### config.mk
export PLATFORM = sky130hd
export DESIGN_NAME = lpdt_esc_tx
export DESIGN_NICKNAME = d
export VERILOG_FILES = /design/src/rtl/lpdt_pkg.sv /design/src/rtl/lpdt_hold_timer.sv /design/src/rtl/lpdt_seq.sv /design/src/rtl/lpdt_line_map.sv /design/src/rtl/lpdt_esc_tx.sv
export SDC_FILE = /design/constraint.sdc
export NUM_CORES = 1
export LEC_CHECK = 0
export BUFFER_PORTS_ARGS = -buffer_cell sky130_fd_sc_hd__buf_2
export CAP_MARGIN = 20
export CORE_MARGIN = 2
export CORE_UTILIZATION = 52
export CTS_CLUSTER_SIZE = 30
export DETAILED_ROUTE_END_ITERATION = 8
export HOLD_SLACK_MARGIN = 0.03
export PLACE_DENSITY_LB_ADDON = 0.12
export SLEW_MARGIN = 25
export SYNTH_ARGS = -nofsm -noshare
export SYNTH_HDL_FRONTEND = slang
export SYNTH_SLANG_ARGS = --single-unit
### constraint.sdc
create_clock -name clk_i -period 2.9 [get_ports clk_i]
set_input_delay 0.29 -clock clk_i [delete_from_list [all_inputs] [get_ports clk_i]]
set_output_delay 0.29 -clock clk_i [all_outputs]
set_load 0.05 [all_outputs]
### src/rtl/lpdt_pkg.sv
package lpdt_pkg;
  // line state encoding: bit1 = dp, bit0 = dn
  typedef enum logic [1:0] {
    LN_00 = 2'b00,
    LN_01 = 2'b01,
    LN_10 = 2'b10,
    LN_11 = 2'b11
  } line_e;

  typedef enum logic [2:0] {
    SQ_IDLE,
    SQ_ENTRY,
    SQ_BYTE,
    SQ_FETCH,
    SQ_EXIT
  } seq_e;

  localparam logic [7:0] LPDT_CMD   = 8'h87;
  localparam logic [2:0] ENTRY_LAST = 3'd4;
  localparam logic [2:0] EXIT_LAST  = 3'd2;

  function automatic line_e mark_of(input logic b);
    return b ? LN_10 : LN_01;
  endfunction
endpackage

### src/rtl/lpdt_hold_timer.sv
module lpdt_hold_timer #(
  parameter int HOLD_W = 8
) (
  input  logic              clk_i,
  input  logic              rst_ni,
  input  logic              cfg_ld_i,
  input  logic [HOLD_W-1:0] hold_i,
  input  logic              restart_i,
  output logic              expire_o
);
  localparam logic [HOLD_W-1:0] ONE = HOLD_W'(1);

  logic [HOLD_W-1:0] hold_q, cnt_q;

  always_ff @(posedge clk_i or negedge rst_ni) begin
    if (!rst_ni) begin
      hold_q <= '0;
      cnt_q  <= '0;
    end else if (cfg_ld_i) begin
      hold_q <= hold_i;
      cnt_q  <= hold_i - ONE;
    end else if (restart_i) begin
      cnt_q <= hold_q - ONE;
    end else if (cnt_q != '0) begin
      cnt_q <= cnt_q - ONE;
    end
  end

  assign expire_o = (cnt_q == '0);


  hold_span_chk: assert property (@(posedge clk_i) disable iff (!rst_ni)
    (restart_i && hold_q > ONE) |=> !expire_o);
endmodule

### src/rtl/lpdt_seq.sv
module lpdt_seq
  import lpdt_pkg::*;
#(
  parameter int CNT_W = 4
) (
  input  logic             clk_i,
  input  logic             rst_ni,
  input  logic             start_i,
  input  logic [CNT_W-1:0] count_i,
  input  logic             swap_i,
  input  logic             expire_i,
  input  logic             valid_i,
  input  logic [7:0]       data_i,
  output logic             cfg_ld_o,
  output logic             restart_o,
  output logic             ready_o,
  output line_e            line_o,
  output logic             swap_o,
  output logic             busy_o,
  output logic             done_o
);
  localparam logic [CNT_W-1:0] CNT_ONE = CNT_W'(1);

  seq_e             st_q, st_d;
  logic [2:0]       idx_q, idx_d, bit_q, bit_d;
  logic             space_q, space_d, swap_q, swap_d, done_q, done_d;
  logic [7:0]       sh_q, sh_d;
  logic [CNT_W-1:0] rem_q, rem_d;
  logic             byte_end, take;

  always_comb begin
    st_d      = st_q;
    idx_d     = idx_q;
    bit_d     = bit_q;
    space_d   = space_q;
    sh_d      = sh_q;
    rem_d     = rem_q;
    swap_d    = swap_q;
    done_d    = 1'b0;
    cfg_ld_o  = 1'b0;
    restart_o = 1'b0;
    byte_end  = (st_q == SQ_BYTE) && space_q && (bit_q == 3'd7) && expire_i;
    ready_o   = (byte_end && rem_q != '0) || (st_q == SQ_FETCH);
    take      = ready_o && valid_i;
    unique case (st_q)
      SQ_IDLE: if (start_i) begin
        st_d     = SQ_ENTRY;
        idx_d    = '0;
        rem_d    = count_i;
        swap_d   = swap_i;
        cfg_ld_o = 1'b1;
      end
      SQ_ENTRY: if (expire_i) begin
        restart_o = 1'b1;
        if (idx_q == ENTRY_LAST) begin
          st_d    = SQ_BYTE;
          sh_d    = LPDT_CMD;
          bit_d   = '0;
          space_d = 1'b0;
        end else idx_d = idx_q + 3'd1;
      end
      SQ_BYTE: if (expire_i) begin
        if (!space_q) begin
          space_d   = 1'b1;
          restart_o = 1'b1;
        end else if (bit_q != 3'd7) begin
          space_d   = 1'b0;
          bit_d     = bit_q + 3'd1;
          sh_d      = sh_q >> 1;
          restart_o = 1'b1;
        end else if (rem_q == '0) begin
          st_d      = SQ_EXIT;
          idx_d     = '0;
          restart_o = 1'b1;
        end else if (!take) begin
          st_d = SQ_FETCH;
        end
      end
      SQ_FETCH: ;
      SQ_EXIT: if (expire_i) begin
        if (idx_q == EXIT_LAST) begin
          st_d   = SQ_IDLE;
          done_d = 1'b1;
        end else begin
          idx_d     = idx_q + 3'd1;
          restart_o = 1'b1;
        end
      end
      default: st_d = SQ_IDLE;
    endcase
    // payload byte accepted: start its first mark
    if (take) begin
      st_d      = SQ_BYTE;
      sh_d      = data_i;
      bit_d     = '0;
      space_d   = 1'b0;
      rem_d     = rem_q - CNT_ONE;
      restart_o = 1'b1;
    end
  end

  always_ff @(posedge clk_i or negedge rst_ni) begin
    if (!rst_ni) begin
      st_q    <= SQ_IDLE;
      idx_q   <= '0;
      bit_q   <= '0;
      space_q <= 1'b0;
      sh_q    <= '0;
      rem_q   <= '0;
      swap_q  <= 1'b0;
      done_q  <= 1'b0;
    end else begin
      st_q    <= st_d;
      idx_q   <= idx_d;
      bit_q   <= bit_d;
      space_q <= space_d;
      sh_q    <= sh_d;
      rem_q   <= rem_d;
      swap_q  <= swap_d;
      done_q  <= done_d;
    end
  end

  always_comb begin
    unique case (st_q)
      SQ_ENTRY: case (idx_q)
        3'd0:    line_o = LN_11;
        3'd1:    line_o = LN_10;
        3'd3:    line_o = LN_01;
        default: line_o = LN_00;
      endcase
      SQ_BYTE:  line_o = space_q ? LN_00 : mark_of(sh_q[0]);
      SQ_FETCH: line_o = LN_00;
      SQ_EXIT: case (idx_q)
        3'd0:    line_o = LN_00;
        3'd1:    line_o = LN_10;
        default: line_o = LN_11;
      endcase
      default:  line_o = LN_11;
    endcase
  end

  assign swap_o = swap_q;
  assign busy_o = (st_q != SQ_IDLE);
  assign done_o = done_q;


  fetch_wait_chk: assert property (@(posedge clk_i) disable iff (!rst_ni)
    (st_q == SQ_FETCH && !valid_i) |=> st_q == SQ_FETCH);
endmodule

### src/rtl/lpdt_line_map.sv
module lpdt_line_map
  import lpdt_pkg::*;
(
  input  line_e st_i,
  input  logic  swap_i,
  input  logic  ovr_i,
  output logic  dp_o,
  output logic  dn_o
);
  // exchanging the two bits leaves 00 and 11 unchanged
  always_comb begin
    if (!ovr_i)      {dp_o, dn_o} = 2'b11;
    else if (swap_i) {dp_o, dn_o} = {st_i[0], st_i[1]};
    else             {dp_o, dn_o} = {st_i[1], st_i[0]};
  end
endmodule

### src/rtl/lpdt_esc_tx.sv
module lpdt_esc_tx
  import lpdt_pkg::*;
#(
  parameter int CNT_W  = 4,
  parameter int HOLD_W = 8
) (
  input  logic              clk_i,
  input  logic              rst_ni,
  input  logic              start_i,
  input  logic [CNT_W-1:0]  count_i,
  input  logic [HOLD_W-1:0] hold_i,
  input  logic              swap_i,
  input  logic              byte_valid_i,
  input  logic [7:0]        byte_data_i,
  output logic              byte_ready_o,
  output logic              ovr_en_o,
  output logic              dp_o,
  output logic              dn_o,
  output logic              busy_o,
  output logic              done_o
);
  logic  cfg_ld, restart, expire, swap_q;
  line_e line;

  lpdt_hold_timer #(.HOLD_W(HOLD_W)) u_timer (
    .clk_i    (clk_i),
    .rst_ni   (rst_ni),
    .cfg_ld_i (cfg_ld),
    .hold_i   (hold_i),
    .restart_i(restart),
    .expire_o (expire)
  );

  lpdt_seq #(.CNT_W(CNT_W)) u_seq (
    .clk_i    (clk_i),
    .rst_ni   (rst_ni),
    .start_i  (start_i),
    .count_i  (count_i),
    .swap_i   (swap_i),
    .expire_i (expire),
    .valid_i  (byte_valid_i),
    .data_i   (byte_data_i),
    .cfg_ld_o (cfg_ld),
    .restart_o(restart),
    .ready_o  (byte_ready_o),
    .line_o   (line),
    .swap_o   (swap_q),
    .busy_o   (busy_o),
    .done_o   (done_o)
  );

  assign ovr_en_o = busy_o;

  lpdt_line_map u_map (
    .st_i  (line),
    .swap_i(swap_q),
    .ovr_i (ovr_en_o),
    .dp_o  (dp_o),
    .dn_o  (dn_o)
  );


  start_take_chk: assert property (@(posedge clk_i) disable iff (!rst_ni)
    (start_i && !busy_o) |=> busy_o && ovr_en_o && dp_o && dn_o);

  hold_min_chk: assert property (@(posedge clk_i) disable iff (!rst_ni)
    (start_i && !busy_o) |-> hold_i != '0);

  ready_space_chk: assert property (@(posedge clk_i) disable iff (!rst_ni)
    byte_ready_o |-> busy_o && !dp_o && !dn_o);

  done_pulse_chk: assert property (@(posedge clk_i) disable iff (!rst_ni)
    done_o |=> !done_o);

  done_release_chk: assert property (@(posedge clk_i) disable iff (!rst_ni)
    done_o |-> !busy_o && !ovr_en_o && $past(busy_o));
endmodule

==> results of run 1 <==
## worst min-delay path, delay by kind of cell
family                 cells  cell delay, ns
buffers and inverters      1            0.07
and+or+nand+nor            2            0.08
## power by group
part / internal (mW) / switching (mW) / total [mW]
Clock: 0.164 / 0.193 / 0.357
Combinational: 0.883 / 1.04 / 1.93
Sequential: 0.804 / 0.226 / 1.03
Total: 1.85 / 1.46 / 3.31
## final cells by class
class / count / area share
Clock buffer: 6 / 0.0240
Inverter: 15 / 0.0186
Tap cell: 52 / 0.0215
Clock inverter: 1 / 0.00166
Timing Repair Buffer: 63 / 0.135
Multi-Input combinational cell: 208 / 0.468
Sequential cell: 40 / 0.331
## sequential cells by signal, indices dropped and copies added (netlist names)
| signal | count |
|---|---|
| u_timer.cnt_q | 8 |
| u_timer.hold_q | 8 |
| u_seq.done_o | 1 |
| u_seq.space_q | 1 |
| u_seq.st_q | 3 |
| u_seq.swap_o | 1 |
| u_seq.sh_q | 8 |
| u_seq.rem_q | 4 |
| u_seq.idx_q | 3 |
| u_seq.bit_q | 3 |
## cell usage in the layout, fill, tap and decap left out, drive strengths merged, types with 2 or more instances in the layout
cell and instances:
nor4 2, and3 8, clkbuf 6, o31ai 2, mux2i 6, o21ai 35
ha 9, buf 62, and2 5, dfrtp 40, nand3 5, a21boi 3
or3 3, o211ai 2, nor3 7, or3b 2, inv 15, o22a 2
o2111ai 2, a21o 3, nand2 50, a211oi 3, nor2 12, a311oi 4
or2 2, a21oi 20, or4 3
## how the worst max path moves through the flow
stage	endpoint	startpoint	cells past startpoint
2_1_floorplan	u_timer.cnt_q[6]	u_seq.bit_q[0]	13
3_3_place_gp	u_timer.cnt_q[7]	u_timer.cnt_q[1]	8
3_5_place_dp	u_timer.cnt_q[7]	u_timer.cnt_q[1]	8
4_1_cts	u_timer.cnt_q[5]	u_seq.rem_q[1]	12
5_1_grt	u_timer.cnt_q[6]	u_seq.bit_q[0]	11
6_report	u_timer.cnt_q[6]	u_timer.cnt_q[5]	9
## routing by layer
layer | track usage | vias up | share of wire
li1 | - | 1098 | -
met3 | 0.0542 | 13 | 0.054
met1 | 0.336 | 1045 | 0.47
met5 | 0 | - | 0
met4 | 0.0964 | 0 | 0.025
met2 | 0.366 | 61 | 0.45
## metrics by stage
stage                     hold WS, ns  cells
after floorplan              -0.00559    278
after global placement          0.453    369
after detailed placement        0.463    369
after CTS                       0.155    379
after global routing            0.193    385
final                           0.178    385
## logic make-up after synthesis
kind of cell             synth area share
adder cells (fa/ha/maj)            0.0511
XOR/XNOR                          0.00730
buffers and inverters              0.0542
AO/OA/AOI/OAI                       0.234
flip-flops                          0.417
AND/OR/NAND/NOR                     0.212
multiplexers                       0.0250
## repair_timing
| item | 4_1_cts | 5_1_grt |
|---|---|---|
| pin swaps | 1 | 8 |
| hold buffers | 0 | 1 |
| endpoints found under the setup margin | 4 | 4 |
| resized for setup | 4 | 14 |
| setup buffers | 2 | 5 |
| endpoints found under the hold margin | 0 | 40 |
| cloned | 1 | 0 |
==> impl_metrics.toml, run 1 <==
[status]
run_status = "finished with violations"
violations = "negative setup slack"

[placement]
place.gp.congestion = 0.932
portBuffers = 30
dp_slack_ns = -0.0360
dp.final_hpwl_um = 4020
placed_area_sq_um = 2800

[timing]
setup_viol = 2
fin_skew_ns = 0.00539
slew_violations = 0
post-route-period-util = 1.01
timing.fmax_ghz = 0.342
relSlewSlack = 0.652
rsz0062_at_grt = "yes"
layout_setup_ws_ns = -0.0223
worstMarginPinSlew_ns = 0.522
fin_crit_ns = 2.92
hold_viol_final = 0
setup_tns_ns = -0.0226

[floorplanning]
rows = 24
die_y_um = 72.0
io_pins = 31
die_area_sq_um = 5180
initial_core_util = 0.544
die_w_um = 72.0
fp.coreArea_sq_um = 4410

[global_route]
track_usage = 0.241
antenna_found_initial = 0
grt_max_degree = 41
grt_pass1_wl_um = 9760
grt-ovfl-total = 0
grt_pass1_vias = 2181

[layout]
antennaDiodeCount = 0
fillers = 349
nets = 367
post-route-util = 0.684
final_cell_area_sq_um = 3020
regArea_sq_um = 1000
area_growth_syn_to_layout_pct = 25.8
drive_above_1_share = 0.285
multi_input_area_sq_um = 1410

[clock_network]
cts_inserted_buffers = 5
clkLatencyLatePin_ns = 0.30
cts_tree = "built"
cts_root_buf = "clkbuf_8"
cts_htree_levels = 2
clock-sinks = 40
cts_max_path_buffers = 2
path_clk_slew_ns = 0.08

[setup_path]
crit_arrival_ns = 3.16
r2r-end = "u_timer.cnt_q[6]"
path_max_fanout = 5
reg2reg_depth = 9
crit_path_max_incr_delay_ns = 0.53
cp.required_ns = 3.14
r2r_slack_ns = -0.02
r2r_start = "u_timer.cnt_q[5]"
cp_cell_sequence = "nor4_4, a41oi_2, or4b_4, and2_4, a311oi_4, ha_2, nand2_2, or4_1, nand2_1"
end_kind = "register"
crit_type = "reg -> reg"
cp_top_family = "simple AND/OR/NAND/NOR gates"
critPathBufInv = 0
cp-start-kind = "register"
cpMaxStageDelayCell = "or4b_4"

[logic_synthesis]
yosysTopAreaCell = "dfrtp_1"
synth_top_cell_area_share = 0.417
synthTopCellsByCount = "nand2_1, dfrtp_1, o21ai_0"
syn_inst = 278
synth_flop_cell = "dfrtp_1"
yosys_warnings = 0
synthTopCellsByArea = "dfrtp_1, nand2_1, o21ai_0"
synth-edff-count = 0
yosysMostFrequentCell = "nand2_1"
yosysSeqAreaShare = 0.417
synth_nets = 312
async_flop_share = 1.00
synthesis.area_sq_um = 2400
syn_avg_cell_area_sq_um = 8.64
ys_ff_latch = 40
yosysUniqueCellTypes = 54

[route]
drc = 0
ant_nets = 0
via_count = 2217
routed_wl_um = 5740
wl_per_cell_um = 14.9
viasPerCell = 5.76
detail_route.first_pass.iterations = 4
drt_iter0_drc = 198

[power_and_ir_drop]
cellPowerDensity_nw_per_um2 = 1100
power_mw = 3.31
power_leakage_nw = 1.43
vdd_drop_max_v = 0.000497

[job]
cap_violations = 0

[hold_path]
hp-class = "in -> reg"
hold_depth = 3
hp-start = "swap_i"
hold_end = "u_seq.swap_o"
Note: power is estimated with default switching activity, not from simulation.
==> inputs of run 2 (changes only) <==
--- a/config.mk
+++ b/config.mk
@@ -12,7 +12,7 @@
 export CTS_CLUSTER_SIZE = 30
 export DETAILED_ROUTE_END_ITERATION = 8
 export HOLD_SLACK_MARGIN = 0.03
-export PLACE_DENSITY_LB_ADDON = 0.12
+export PLACE_DENSITY = 0.81
 export SLEW_MARGIN = 25
 export SYNTH_ARGS = -nofsm -noshare
 export SYNTH_HDL_FRONTEND = slang
==> run 2 against run 1 <==
  * The flow still finishes with violations (negative setup slack)
  * Core utilization increased by 1.9 points
  * Worst setup slack got worse by 0.083 ns
  * Global-route usage up 2.1 points
  * Sequential power is essentially flat
  * Maximum frequency decreased by 2.8%
  * Critical path depth grew 1
  * Highest routed layer unchanged
==> impl_metrics.toml, run 2 (same netlist as run 1, synthesis figures left out) <==
[timing]
slew_violations = 0
rsz0062_at_grt = "yes"
hold_viol_final = 0
layout_setup_ws_ns = -0.106
worstMarginPinSlew_ns = 0.889
fin_skew_ns = 0.00681
setup_viol = 4
timing.fmax_ghz = 0.333
hold_ws_ns = 0.100
relSlewSlack = 0.407
post-route-period-util = 1.04
fin_crit_ns = 3.01

[placement]
portBuffers = 30
place.gp.congestion = 0.838
dp.final_hpwl_um = 4060
placed_area_sq_um = 2790

[global_route]
grt-ovfl-total = 0
track_usage = 0.262
antenna_found_initial = 0
grt_pass1_wl_um = 10600
grt_max_degree = 41
grt_pass1_vias = 2230

[setup_path]
crit_arrival_ns = 3.24
end_kind = "register"
crit_path_max_incr_delay_ns = 0.55
cp-start-kind = "register"
path_max_fanout = 5
r2r_slack_ns = -0.11
crit_type = "reg -> reg"
cp.required_ns = 3.13
cp_top_family = "simple AND/OR/NAND/NOR gates"
critPathBufInv = 0
cp_cell_sequence = "ha_4, ha_4, and2_4, a41oi_2, or4b_4, and2_4, mux2i_1, o2111ai_2, or4_4, a21oi_2"
cpMaxStageDelayCell = "or4_4"

[route]
drt_iter0_drc = 284
wl_per_cell_um = 16.4
ant_nets = 0
drc = 0
viasPerCell = 5.90
via_count = 2288
detail_route.first_pass.iterations = 5
routed_wl_um = 6360

[floorplanning]
io_pins = 31
die_y_um = 72.0
die_area_sq_um = 5180
initial_core_util = 0.544
die_w_um = 72.0
fp.coreArea_sq_um = 4410
rows = 24

[power_and_ir_drop]
power_mw = 3.57
power_leakage_nw = 1.47
vdd_drop_max_v = 0.000693
cellPowerDensity_nw_per_um2 = 1150

[clock_network]
clkLatencyLatePin_ns = 0.31
cts_inserted_buffers = 5
cts_tree = "built"
path_clk_slew_ns = 0.08
cts_root_buf = "clkbuf_8"
cts_hold_buf = 0
cts_max_path_buffers = 2
clock-sinks = 40
cts_htree_levels = 2

[status]
run_status = "finished with violations"
violations = "negative setup slack"

[hold_path]
hp-class = "in -> async"

[layout]
antennaDiodeCount = 0
reg_top3 = "u_seq.sh_q: 8 flops, u_timer.cnt_q: 8 flops, u_timer.hold_q: 8 flops"
final_common_cell = "nand2_1"
final_cell_area_sq_um = 3100
regArea_sq_um = 1000
multi_input_area_sq_um = 1440
nets = 369
fillers = 322
area_growth_syn_to_layout_pct = 29.3
layout_common_cells = "nand2_1, dfrtp_1, buf_4, buf_2, o21ai_0"
drive_above_1_share = 0.321

[job]
cap_violations = 0
==> run 2: cell count changes in the layout (fill, tap and decap cells not counted), moves of 2 or more <==
cell,delta
a21boi_2,+2
a21boi_1,-2
a21oi_2,+3
a21oi_1,-3
clkbuf_8,+2
==> run 2: worst paths after layout <==
check	start	endpoint	cells after the start
setup / recovery	u_seq.bit_q[1]	u_timer.cnt_q[7]	10
hold / removal	rst_ni	u_seq.bit_q[1]	1
setup reg to reg	u_seq.bit_q[1]	u_timer.cnt_q[7]	10
hold reg to reg	u_seq.sh_q[7]	u_seq.sh_q[7]	2
max in group asynchronous	rst_ni	u_seq.sh_q[1]	1
min in group clk_i	swap_i	u_seq.swap_o	3
==> run 2: repair_timing <==
item	4_1_cts	5_1_grt
pin swaps	6	10
resized for setup	10	16
gates cloned	1	0
setup buffers	5	6
setup endpoints to repair	3	17
==> run 2: layer usage <==
layer / global-route usage / wire [um] / vias up
li1: - / - / 1104
met1: 0.359 / 2780 / 1075
met2: 0.422 / 3130 / 93
met3: 0.0514 / 359 / 16
met4: 0.0860 / 99 / 0
met5: 0 / 0 / -
==> run 2: power by group <==
group          total (mW)  leakage, nW  internal [mW]  switching (mW)
combinational        2.01        0.905          0.901            1.11
clock               0.513       0.0645          0.304           0.209
sequential           1.05        0.499          0.803           0.244
==> run 2: per-stage QoR <==
stage | worst slack (ns) | std cells | util | TNS, ns
after floorplan | 0.00248 | 278 | - | 0
after global placement | 0.0555 | 368 | 0.632 | 0
after detailed placement | -0.107 | 368 | 0.632 | -0.239
after CTS | -0.0735 | 382 | 0.680 | -0.219
after global routing | -0.196 | 388 | 0.703 | -0.792
final | -0.106 | 388 | 0.703 | -0.290
==> run 2: final cells by class <==
type,count,share of cell area
well taps,52,0.0210
multi-input cells,208,0.462
repair buffers,65,0.135
inverters,15,0.0181
clock buffers,7,0.0310
clock inverters,1,0.00967
flip-flops and latches,40,0.322
==> run 2: worst reg2reg max path: stages, from the launching register on <==
cell       delay, ns
dfrtp_1         0.41
ha_4            0.16
ha_4            0.13
and2_4          0.16
a41oi_2         0.14
or4b_4          0.54
and2_4          0.21
mux2i_1         0.30
o2111ai_2       0.16
or4_4           0.55
a21oi_2         0.17
==> inputs of run 3 (changes only) <==
--- a/config.mk
+++ b/config.mk
@@ -5,6 +5,7 @@
 export SDC_FILE = /design/constraint.sdc
 export NUM_CORES = 1
 export LEC_CHECK = 0
+export ABC_AREA = 1
 export BUFFER_PORTS_ARGS = -buffer_cell sky130_fd_sc_hd__buf_2
 export CAP_MARGIN = 20
 export CORE_MARGIN = 2
==> run 3 against run 2 <==
  * The run now ends clean
  * Sequential power fell by 10%
  * Worst setup slack better by 0.35 ns
  * Design area shrank 8.9%
  * Synthesized cell count is 17% higher
  * Synthesized area rose by 4.4%
  * Worst hold slack better by 0.12 ns
  * Core utilization is 10 points lower
  * Final cell count rose by 7.0%
  * Critical path type unchanged
==> impl_metrics.toml, run 3 <==
[status]
run_status = "finished clean"

[setup_path]
crit_arrival_ns = 2.83
end_kind = "register"
cp-start-kind = "register"
path_max_fanout = 19
crit_type = "reg -> reg"
cp.required_ns = 3.07

[logic_synthesis]
synthTopCellsByCount = "nand2_1, inv_1, dfrtp_1"
syn_avg_cell_area_sq_um = 7.69
synth-edff-count = 0
yosysSeqAreaShare = 0.399
yosys_warnings = 0
synthTopCellsByArea = "dfrtp_1, nand2_1, inv_1"
yosysUniqueCellTypes = 39
ys_ff_latch = 40
synth_flop_cell = "dfrtp_1"
yosysMostFrequentCell = "nand2_1"
synth_nets = 360
synthesis.area_sq_um = 2510
yosysTopAreaCell = "dfrtp_1"
async_flop_share = 1.00
syn_inst = 326
synth_top_cell_area_share = 0.399

[power_and_ir_drop]
power_leakage_nw = 1.45
vdd_drop_max_v = 0.000564
cellPowerDensity_nw_per_um2 = 1130
power_mw = 3.20

[timing]
hold_viol_final = 0
setup_viol = 0
relSlewSlack = 0.628
timing.fmax_ghz = 0.377
fin_crit_ns = 2.66
slew_violations = 0
setup_tns_ns = 0
rsz0062_at_grt = "no"
worstMarginPinSlew_ns = 0.555
post-route-period-util = 0.916
fin_skew_ns = 0.0139

[route]
via_count = 2217
detail_route.first_pass.iterations = 4
wl_per_cell_um = 13.1
drt_iter0_drc = 95
ant_nets = 0
drc = 0
viasPerCell = 5.34
routed_wl_um = 5450

[layout]
regArea_sq_um = 1000
multi_input_area_sq_um = 1260
antennaDiodeCount = 0
nets = 394
area_growth_syn_to_layout_pct = 12.8
final_common_cell = "nand2_1"
fillers = 433
reg_top3 = "u_seq.sh_q: 8 flops, u_timer.cnt_q: 8 flops, u_timer.hold_q: 8 flops"
layout_common_cells = "nand2_1, inv_1, dfrtp_1, buf_2, o21ai_0"
drive_above_1_share = 0.216

[floorplanning]
fp.coreArea_sq_um = 4690
rows = 25
die_area_sq_um = 5390
io_pins = 31
initial_core_util = 0.534
die_w_um = 73.4
die_y_um = 73.4

[hold_path]
hp-class = "in -> reg"

[clock_network]
clock-sinks = 40
cts_inserted_buffers = 5
path_clk_slew_ns = 0.09
cts_htree_levels = 2
cts_max_path_buffers = 2
post-cts-setup-buffers = 0
cts_root_buf = "clkbuf_8"
cts_tree = "built"
clkLatencyLatePin_ns = 0.30

[global_route]
grt_max_degree = 41
grt_pass1_vias = 2177
antenna_found_initial = 0
grt_pass1_wl_um = 9450
track_usage = 0.225
grt-ovfl-total = 0

[job]
cap_violations = 0

[placement]
dp.final_hpwl_um = 4060
place.gp.congestion = 0.880
portBuffers = 30
==> run 3: path summary, 6_finish.rpt <==
check | from | to | slack (ns) | cells past startpoint
setup / recovery | u_seq.bit_q[0] | u_timer.cnt_q[6] | 0.24 | 21
hold / removal | swap_i | u_seq.swap_o | 0.22 | 3
setup reg to reg | u_seq.bit_q[0] | u_timer.cnt_q[6] | 0.24 | 21
hold reg to reg | u_seq.bit_q[2] | u_seq.bit_q[2] | 0.50 | 2
max in group asynchronous | rst_ni | u_timer.hold_q[2] | 1.98 | 3
min in group asynchronous | rst_ni | u_seq.done_o | 0.46 | 2
==> run 3: report_power, final <==
| group | leakage [nW] | switching, mW | internal (mW) |
|---|---|---|---|
| Sequential | 0.494 | 0.133 | 0.810 |
| Combinational | 0.907 | 1.25 | 0.608 |
| Clock | 0.0445 | 0.203 | 0.194 |
==> run 3: critical path: stages (launching register included) <==
cell and delay (ns):
dfrtp_1 0.40, ha_1 0.21, ha_1 0.25, nand2_1 0.08, inv_1 0.04, nand2_1 0.10
nor2_2 0.05, nand2_2 0.08, nand2_4 0.05, nand2_4 0.21, nand2_4 0.14, nand2_1 0.09
nand2_1 0.06, nand2_1 0.10, nand2_2 0.08, ha_1 0.24, nand2_2 0.11, nor2_4 0.05
nand2_1 0.06, nand2_1 0.05, nand2_1 0.06, nor2_2 0.03
==> run 3: cell families after synthesis <==
group | synth area share
xor gates and xnor gates | 0.00699
and+or+nand+nor | 0.309
DFF | 0.399
AOI/OAI and AO/OA | 0.144
adders and majority gates | 0.0449
buffers and inverters | 0.0959
==> run 3: repair_timing <==
action,CTS,global route
gates resized for setup,0,0
endpoints found under the hold margin,0,16
hold buffers,0,1
==> run 3: area by class of cell <==
cell class	instances	area share
multi-input cells	227	0.447
flip-flops and latches	40	0.354
inverters	52	0.0699
well taps	54	0.0239
clock inverters	1	0.00265
repair buffers	34	0.0717
clock buffers	7	0.0305
==> run 3: metal layers <==
layer  GRT usage  wire length, um  share of wire
met5           0                0              0
met4      0.0747               59          0.011
met3      0.0494              189          0.035
met2       0.382             2630           0.48
met1       0.284             2570           0.47
==> run 3: per-stage QoR <==
step / utilization / hold slack [ns] / setup slack (ns) / cell area (sq um) / std cells
after CTS: 0.595 / 0.146 / 0.257 / 2790 / 413
after global placement: 0.575 / 0.458 / 0.450 / 2700 / 405
after floorplan: - / -0.00559 / 0.546 / 2510 / 326
final: 0.603 / 0.220 / 0.244 / 2830 / 415
after detailed placement: 0.575 / 0.473 / 0.268 / 2700 / 405
after global routing: 0.603 / 0.241 / 0.0363 / 2830 / 415
